## src/rtl/bfPkg.sv

```systemverilog
package bfPkg;
  localparam int DATA_W = 32;

  typedef enum logic [3:0] {
    OP_EXTU  = 4'd0,
    OP_EXTS  = 4'd1,
    OP_MAKE  = 4'd2,
    OP_AND   = 4'd3,
    OP_ANDN  = 4'd4,
    OP_ANDIL = 4'd5,
    OP_ANDIH = 4'd6,
    OP_MSKL  = 4'd7,
    OP_MSKH  = 4'd8
  } bfOpE;

  typedef enum logic [2:0] {
    MK_NONE  = 3'd0,
    MK_REG   = 3'd1,
    MK_REGN  = 3'd2,
    MK_IMMLO = 3'd3,
    MK_IMMHI = 3'd4,
    MK_ZLO   = 3'd5,
    MK_ZHI   = 3'd6
  } maskKindE;

  typedef struct packed {
    logic     loadEn;
    logic     doExtract;
    logic     signExt;
    logic     doMake;
    logic     doMask;
    maskKindE maskKind;
  } bfCtrlS;
endpackage

```

## src/rtl/bfCtrl.sv

```systemverilog
module bfCtrl
  import bfPkg::*;
(
  input  logic       inValid,
  input  logic [3:0] opSel,
  output bfCtrlS     ctrl
);
  always_comb begin
    ctrl = '{loadEn: inValid, doExtract: 1'b0, signExt: 1'b0,
             doMake: 1'b0, doMask: 1'b0, maskKind: MK_NONE};
    case (opSel)
      OP_EXTU:  ctrl.doExtract = 1'b1;
      OP_EXTS:  begin ctrl.doExtract = 1'b1; ctrl.signExt = 1'b1; end
      OP_MAKE:  ctrl.doMake = 1'b1;
      OP_AND:   begin ctrl.doMask = 1'b1; ctrl.maskKind = MK_REG;   end
      OP_ANDN:  begin ctrl.doMask = 1'b1; ctrl.maskKind = MK_REGN;  end
      OP_ANDIL: begin ctrl.doMask = 1'b1; ctrl.maskKind = MK_IMMLO; end
      OP_ANDIH: begin ctrl.doMask = 1'b1; ctrl.maskKind = MK_IMMHI; end
      OP_MSKL:  begin ctrl.doMask = 1'b1; ctrl.maskKind = MK_ZLO;   end
      OP_MSKH:  begin ctrl.doMask = 1'b1; ctrl.maskKind = MK_ZHI;   end
      default:  ;
    endcase
  end
endmodule

```

## src/rtl/bfDatapath.sv

```systemverilog
module bfDatapath
  import bfPkg::*;
#(
  parameter int DW = DATA_W
) (
  input  logic              clk,
  input  logic              rstN,
  input  bfCtrlS            ctrl,
  input  logic [DW-1:0]     srcA,
  input  logic [DW-1:0]     srcB,
  input  logic [DW/2-1:0]   immField,
  input  logic              immSel,
  output logic              outValid,
  output logic [DW-1:0]     result
);
  localparam int POS_W  = $clog2(DW);
  localparam int SPEC_W = 2 * POS_W;
  localparam int IMM_W  = DW / 2;
  localparam int CNT_W  = POS_W + 1;
  localparam logic [CNT_W-1:0] FULL = CNT_W'(DW);
  localparam logic [DW-1:0]    ONES = {DW{1'b1}};

  logic [SPEC_W-1:0] spec;
  logic [POS_W-1:0]  offset;
  logic [POS_W-1:0]  widthCode;
  logic [CNT_W-1:0]  widthFull, room, effW;
  logic [DW-1:0]     fieldMask, effMask, shifted, extU, extS, makeV, maskV, nextRes;
  logic [DW-1:0]     belowOff;
  logic              signBit;

  assign spec      = immSel ? immField[SPEC_W-1:0] : srcB[SPEC_W-1:0];
  assign offset    = spec[POS_W-1:0];
  assign widthCode = spec[SPEC_W-1:POS_W];
  assign widthFull = (widthCode == '0) ? FULL : {1'b0, widthCode};
  assign room      = FULL - {1'b0, offset};
  assign effW      = (widthFull > room) ? room : widthFull;

  assign fieldMask = ONES >> (FULL - widthFull);
  assign effMask   = ONES >> (FULL - effW);
  assign shifted   = srcA >> offset;
  assign extU      = shifted & fieldMask;
  assign signBit   = shifted[POS_W'(effW - 1'b1)];
  assign extS      = signBit ? (extU | ~effMask) : extU;
  assign makeV     = (srcA & fieldMask) << offset;
  assign belowOff  = ~(ONES << offset);

  always_comb begin
    case (ctrl.maskKind)
      MK_REG:   maskV = srcA & srcB;
      MK_REGN:  maskV = srcA & ~srcB;
      MK_IMMLO: maskV = srcA & {{IMM_W{1'b1}}, immField};
      MK_IMMHI: maskV = srcA & {immField, {IMM_W{1'b1}}};
      MK_ZLO:   maskV = srcA & {{IMM_W{1'b0}}, immField};
      MK_ZHI:   maskV = srcA & {immField, {IMM_W{1'b0}}};
      default:  maskV = '0;
    endcase
  end

  always_comb begin
    nextRes = '0;
    if (ctrl.doExtract)   nextRes = ctrl.signExt ? extS : extU;
    else if (ctrl.doMake) nextRes = makeV;
    else if (ctrl.doMask) nextRes = maskV;
  end

  always_ff @(posedge clk or negedge rstN) begin
    if (!rstN) begin
      outValid <= 1'b0;
      result   <= '0;
    end else begin
      outValid <= ctrl.loadEn;
      if (ctrl.loadEn) result <= nextRes;
    end
  end


  latency_chk: assert property (@(posedge clk) disable iff (!rstN)
    ctrl.loadEn |=> outValid);

  idle_hold_chk: assert property (@(posedge clk) disable iff (!rstN)
    !ctrl.loadEn |=> (!outValid && $stable(result)));

  make_low_clear_chk: assert property (@(posedge clk) disable iff (!rstN)
    (ctrl.loadEn && ctrl.doMake) |=> ((result & $past(belowOff)) == '0));

  extu_upper_zero_chk: assert property (@(posedge clk) disable iff (!rstN)
    (ctrl.loadEn && ctrl.doExtract && !ctrl.signExt) |=> ((result >> $past(effW)) == '0));

  exts_fill_chk: assert property (@(posedge clk) disable iff (!rstN)
    (ctrl.loadEn && ctrl.doExtract && ctrl.signExt && (effW < FULL)) |=>
      (result[DW-1] ? (((~result) >> $past(effW)) == '0)
                    : ((result >> $past(effW)) == '0)));
endmodule

```

## src/rtl/bitfield_unit.sv

```systemverilog
module bitfield_unit
  import bfPkg::*;
(
  input  logic        clk,
  input  logic        rstN,
  input  logic        inValid,
  input  logic [3:0]  opSel,
  input  logic [31:0] srcA,
  input  logic [31:0] srcB,
  input  logic [15:0] immField,
  input  logic        immSel,
  output logic        outValid,
  output logic [31:0] result
);
  bfCtrlS ctrl;

  bfCtrl uCtrl (
    .inValid (inValid),
    .opSel   (opSel),
    .ctrl    (ctrl)
  );

  bfDatapath #(.DW(DATA_W)) uPath (
    .clk      (clk),
    .rstN     (rstN),
    .ctrl     (ctrl),
    .srcA     (srcA),
    .srcB     (srcB),
    .immField (immField),
    .immSel   (immSel),
    .outValid (outValid),
    .result   (result)
  );
endmodule

```

## config.mk

```make
export PLATFORM = sky130hd
export DESIGN_NAME = bitfield_unit
export DESIGN_NICKNAME = d
export VERILOG_FILES = /design/src/rtl/bfPkg.sv /design/src/rtl/bfCtrl.sv /design/src/rtl/bfDatapath.sv /design/src/rtl/bitfield_unit.sv
export SDC_FILE = /design/constraint.sdc
export NUM_CORES = 1
export LEC_CHECK = 0
export ABC_AREA = 1
export BUFFER_PORTS_ARGS = -buffer_cell sky130_fd_sc_hd__clkbuf_2
export CAP_MARGIN = 5
export CORE_MARGIN = 2
export CORE_UTILIZATION = 60
export DETAILED_ROUTE_END_ITERATION = 6
export HOLD_SLACK_MARGIN = 0.02
export PLACE_DENSITY = 0.83
export SLEW_MARGIN = 15
export SYNTH_ARGS = -nofsm -noshare
export SYNTH_HDL_FRONTEND = slang
export SYNTH_SLANG_ARGS = --single-unit
```

## constraint.sdc

```tcl
create_clock -name clk -period 1.4 [get_ports clk]
set_input_delay 0.21 -clock clk [delete_from_list [all_inputs] [get_ports clk]]
set_output_delay 0.21 -clock clk [all_outputs]
set_load 0.05 [all_outputs]
```

==> impl_metrics.json, run 1 <==
{
  "synth_ff_type": "sky130_fd_sc_hd__dfrtp_1",
  "placementRows": 42,
  "floorplan.die.width_um": 119,
  "run.stop_error": "[ERROR GRT-0116] Global routing finished with congestion. Check the congestion regions in the DRC Viewer.",
  "place.port_buffers": 120,
  "grt.overflow.total": 111,
  "number_of_buffers_inserted_during_clock_tree_synthesis": 5,
  "placed_cells": 2004,
  "first_global_vias": 15200,
  "synth.top_cell.area_share_pct": 27.6,
  "clkSinkCount": 33,
  "failed_stage": "global routing (5_1_grt)",
  "outcome": "did not finish",
  "yosys.cell_types.count": 45,
  "clockRootBuffer": "sky130_fd_sc_hd__clkbuf_16",
  "die-height_um": 119,
  "post_synth_most_frequent_cells": "sky130_fd_sc_hd__nand2_1, sky130_fd_sc_hd__nand3_1, sky130_fd_sc_hd__nor2_1",
  "netlist_instances": 1531,
  "synth.cell_area_mm2": 0.00795,
  "synthMostInstantiatedCell": "sky130_fd_sc_hd__nand2_1",
  "finalWeightedCongestion": 1.22,
  "cts_max_path_buffers": 2,
  "ys_async_sr_fraction_pct": 100,
  "number_of_flops_mapped_to_enable_cells_by_yosys": 0,
  "synth.ff_latch_count": 33,
  "hpwlAfterDp_mm": 32.7,
  "seq_area_frac_synth_pct": 10.4,
  "ctsHtreeMaxLevel": 2,
  "syn_nets": 1632,
  "synth_area_leader_cell": "sky130_fd_sc_hd__nand3_1",
  "io_pins": 121,
  "grt_max_degree": 68,
  "wire_length_of_the_first_global_routing_pass_mm": 85.5,
  "synth_top_cells_by_area": "sky130_fd_sc_hd__nand3_1, sky130_fd_sc_hd__nand2_1, sky130_fd_sc_hd__dfrtp_1, sky130_fd_sc_hd__nand4_1, sky130_fd_sc_hd__nor2_1",
  "grtUsageTotal_pct": 77.1,
  "syn_warnings": 0,
  "place_worst_setup_slack_ns": -2.71,
  "postSynthAreaPerCell_um2": 5.19,
  "initial_core_util_pct": 60.7
}
-- stage by stage --
step / TNS [ns] / area [µm²]
3_3_place_gp: -75.65 / 10600
4_1_cts: -69.18 / 11200
2_1_floorplan: -83.47 / 8110
3_5_place_dp: -84.23 / 10600
-- per-layer routing --
layer / overflow / global-route usage, %
met3: 2 / 66.6
met1: 1 / 76.1
met5: 1 / 19.9
met2: 50 / 91.7
met4: 57 / 77.6
-- cell families after synthesis --
family,after synthesis,synth area share (%)
xor+xnor,3,0.425
simple gates,1116,63.7
compound gates,173,13.3
flops,33,10.4
fa+ha+maj,13,2.05
buf+inv,193,10.2
-- what timing repair did --
action | 4_1_cts
endpoints found under the hold margin | 33
setup endpoints to repair | 32
setup buffers | 14
cloned | 2
hold buffers | 1
gates resized for setup | 80
pin swaps | 44
==> run 2, diff against run 1 <==
--- a/config.mk
+++ b/config.mk
@@ -9,10 +9,9 @@
 export BUFFER_PORTS_ARGS = -buffer_cell sky130_fd_sc_hd__clkbuf_2
 export CAP_MARGIN = 5
 export CORE_MARGIN = 2
-export CORE_UTILIZATION = 60
+export CORE_UTILIZATION = 40
 export DETAILED_ROUTE_END_ITERATION = 6
-export HOLD_SLACK_MARGIN = 0.02
-export PLACE_DENSITY = 0.83
+export PLACE_DENSITY_LB_ADDON = 0.15
 export SLEW_MARGIN = 15
 export SYNTH_ARGS = -nofsm -noshare
 export SYNTH_HDL_FRONTEND = slang
==> impl_metrics.json, run 2 <==
{
  "top_register": "uPath.result",
  "critPathCapture": "uPath.result[25]$_DFFE_PN0P_",
  "grt.overflow.total": 0,
  "max_slew_headroom_pct": 50.3,
  "drt-wirelength-per-cell_um": 22.3,
  "violations_in_the_final_reports": "negative setup slack",
  "largest_register_ffs": 32,
  "wire_length_after_detailed_routing_mm": 49.0,
  "drtPass1Iterations": 6,
  "power_per_cell_area_mw_per_mm2": 903,
  "critical_path_startpoint_category": "input pin",
  "ctsHtreeMaxLevel": 2,
  "netlist_instances": 1531,
  "clkSinkCount": 33,
  "timing.max_cap.violations": 0,
  "number_of_buffers_inserted_during_clock_tree_synthesis": 5,
  "reg2regPathDepth": 2,
  "final.setup.worst_slack_ns": -2.31,
  "post_drt_via_cell_ratio": 6.13,
  "tns_ns": -72.64,
  "tritoncts": "done",
  "finalWeightedCongestion": 1.03,
  "critPathRequiredTime_ns": 1.56,
  "syn_warnings": 0,
  "yosys.cell_types.count": 45,
  "largest_registers": "uPath.result (32), uPath.outValid (1)",
  "drv_slew": 0,
  "setup_viol": 32,
  "drive_gt1_share_pct": 33.4,
  "synth.cell_area_mm2": 0.00795,
  "route.met3.wl_mm": 5.75,
  "m1WireLength_mm": 18.6,
  "hp-start": "inValid",
  "crit_arrival_ns": 3.88,
  "timing.fmax_mhz": 269,
  "io_pins": 121,
  "detail_route.iter0.violations": 1933,
  "synthMostInstantiatedCell": "sky130_fd_sc_hd__nand2_1",
  "postSynthAreaPerCell_um2": 5.19,
  "die-area_mm2": 0.0210,
  "ys_async_sr_fraction_pct": 100,
  "register_area_um2": 826,
  "floorplan.die.width_um": 145,
  "antenna_found_initial": 1,
  "synth.ff_latch_count": 33,
  "dpl-instance-area_mm2": 0.0111,
  "period_needed_ns": 3.71,
  "rsz0062_at_grt": "true",
  "crit_path_max_incr_delay_ns": 0.31,
  "hpwlAfterDp_mm": 38.6,
  "insertion_delay_ns": 0.28,
  "power_leakage_nw": 6.14,
  "reg2reg_from": "uPath.result[2]$_DFFE_PN0P_",
  "num-nets-final": 2029,
  "layout_commonest_cell": "sky130_fd_sc_hd__nand2_1",
  "cts_max_path_buffers": 2,
  "worstPathBufferInverterCount": 7,
  "synth_ff_type": "sky130_fd_sc_hd__dfrtp_1",
  "syn_nets": 1632,
  "holdPathStages": 1,
  "wire_length_of_the_first_global_routing_pass_mm": 73.4,
  "critical_path.top_delay_family": "simple AND/OR/NAND/NOR gates",
  "fp.coreArea_mm2": 0.0195,
  "final_core_util_pct": 62.8,
  "critPathLaunch": "immSel",
  "critical_path.most_common_cell": "sky130_fd_sc_hd__nand2_4",
  "report.final.hold_viol_count": 0,
  "clockRootBuffer": "sky130_fd_sc_hd__clkbuf_16",
  "timing.rr.end": "uPath.result[2]$_DFFE_PN0P_",
  "skew_ns": 0,
  "dr_wl_met2_mm": 20.7,
  "worst_hold_path_type": "in2reg",
  "highest-signal-layer": "met5",
  "crit_fanout": 7,
  "commonest_cells_after_routing_fill_and_taps_aside": "sky130_fd_sc_hd__nand2_1, sky130_fd_sc_hd__nand3_1, sky130_fd_sc_hd__buf_4",
  "drc": 0,
  "drt.antenna.violating_nets": 0,
  "path_class": "in2reg",
  "period_share_pct": 265,
  "seq_area_frac_synth_pct": 10.4,
  "area_of_the_multi_input_gates_mm2": 0.00692,
  "worst-r2r-setup-slack_ns": 0.75,
  "placementRows": 51,
  "post_synth_most_frequent_cells": "sky130_fd_sc_hd__nand2_1, sky130_fd_sc_hd__nand3_1, sky130_fd_sc_hd__nor2_1",
  "ir_drop_uv": 598,
  "post-route-cell-area_mm2": 0.0122,
  "grtUsageTotal_pct": 44.9,
  "synth.top_cell.area_share_pct": 27.6,
  "layout-area-overhead-vs-synth_pct": 53.8,
  "worstMarginPinSlew_ns": 0.746,
  "die-height_um": 145,
  "critPathSlowestCell": "sky130_fd_sc_hd__ha_1",
  "fillCellCount": 1922,
  "num_vias": 13400,
  "whs_ns": 0.187,
  "synth_area_leader_cell": "sky130_fd_sc_hd__nand3_1",
  "first_global_vias": 12600,
  "outcome": "complete, but fails checks",
  "worst_setup_path_end_kind": "flop",
  "clk_pin_slew_worst_paths_ns": 0.06,
  "number_of_flops_mapped_to_enable_cells_by_yosys": 0,
  "place.port_buffers": 120,
  "synth_top_cells_by_area": "sky130_fd_sc_hd__nand3_1, sky130_fd_sc_hd__nand2_1, sky130_fd_sc_hd__dfrtp_1, sky130_fd_sc_hd__nand4_1, sky130_fd_sc_hd__nor2_1",
  "initial_core_util_pct": 40.8,
  "worst-path-stages": 29,
  "grt_max_degree": 63
}
run 2: how the worst min path moves through the flow:
| stage | endpoint | slack (ns) |
|---|---|---|
| floorplan | uPath.outValid$_DFF_PN0_ | -0.09 |
| global placement | uPath.result[25]$_DFFE_PN0P_ | 0.25 |
| detailed placement | uPath.result[20]$_DFFE_PN0P_ | 0.26 |
| CTS | uPath.outValid$_DFF_PN0_ | 0.18 |
| global route | uPath.outValid$_DFF_PN0_ | 0.19 |
| finish | uPath.outValid$_DFF_PN0_ | 0.19 |
run 2: layout make-up:
| type | instances | share of cell area (%) |
|---|---|---|
| antenna | 1 | 0.0205 |
| timing repair buffer | 488 | 29.6 |
| inverter | 91 | 3.02 |
| multi-input combinational | 1308 | 56.6 |
| clock buffer | 5 | 1.02 |
| sequential | 33 | 6.76 |
| tap | 265 | 2.71 |
| timing repair inverter | 1 | 0.0410 |
| clock inverter | 3 | 0.143 |
run 2: timing repair:
action	4_1_cts	5_1_grt
pin swaps	49	43
gates cloned	5	1
setup endpoints to repair	32	32
endpoints found under the hold margin	33	0
hold buffers	1	0
buffers inserted	29	6
gates resized for setup	100	44
run 2: report_power, final:
part	internal [mW]	switching, mW	leakage, nW
clock network	0.651	0.408	0.0696
registers	1.04	0.0493	0.440
logic	3.57	5.33	5.63
total	5.25	5.79	6.14
run 2: kinds of logic (layout without fill, tap and decap cells):
family	after synthesis	after routing	share of synthesized area (%)
compound gates	173	173	13.3
xor+xnor	3	3	0.425
fa+ha+maj	13	13	2.05
buf+inv	193	588	10.2
flops	33	33	10.4
other cells	0	1	0
simple gates	1116	1119	63.7
run 2: layer usage:
metal,vias up,global-route usage (%)
li1,6108,-
met1,6115,57.3
met2,993,68.9
met3,227,9.87
met4,2,27.8
met5,-,0
run 2: per-stage QoR:
stage | power, mW | setup slack (ns) | instances
finish | 11.0 | -2.31 | 2195
global route | 11.6 | -2.51 | 2194
CTS | 10.4 | -2.22 | 2187
detailed placement | 7.94 | -2.74 | 2144
global placement | 7.91 | -2.65 | 2144
floorplan | 4.95 | -2.68 | 1531
run 2: worst register-to-register path, stage by stage (launching register included):
cell                      delay [ns]
sky130_fd_sc_hd__dfrtp_1        0.40
sky130_fd_sc_hd__nand2_1        0.08
sky130_fd_sc_hd__nand2_1        0.06
Note: power is estimated with default switching activity, not from simulation.
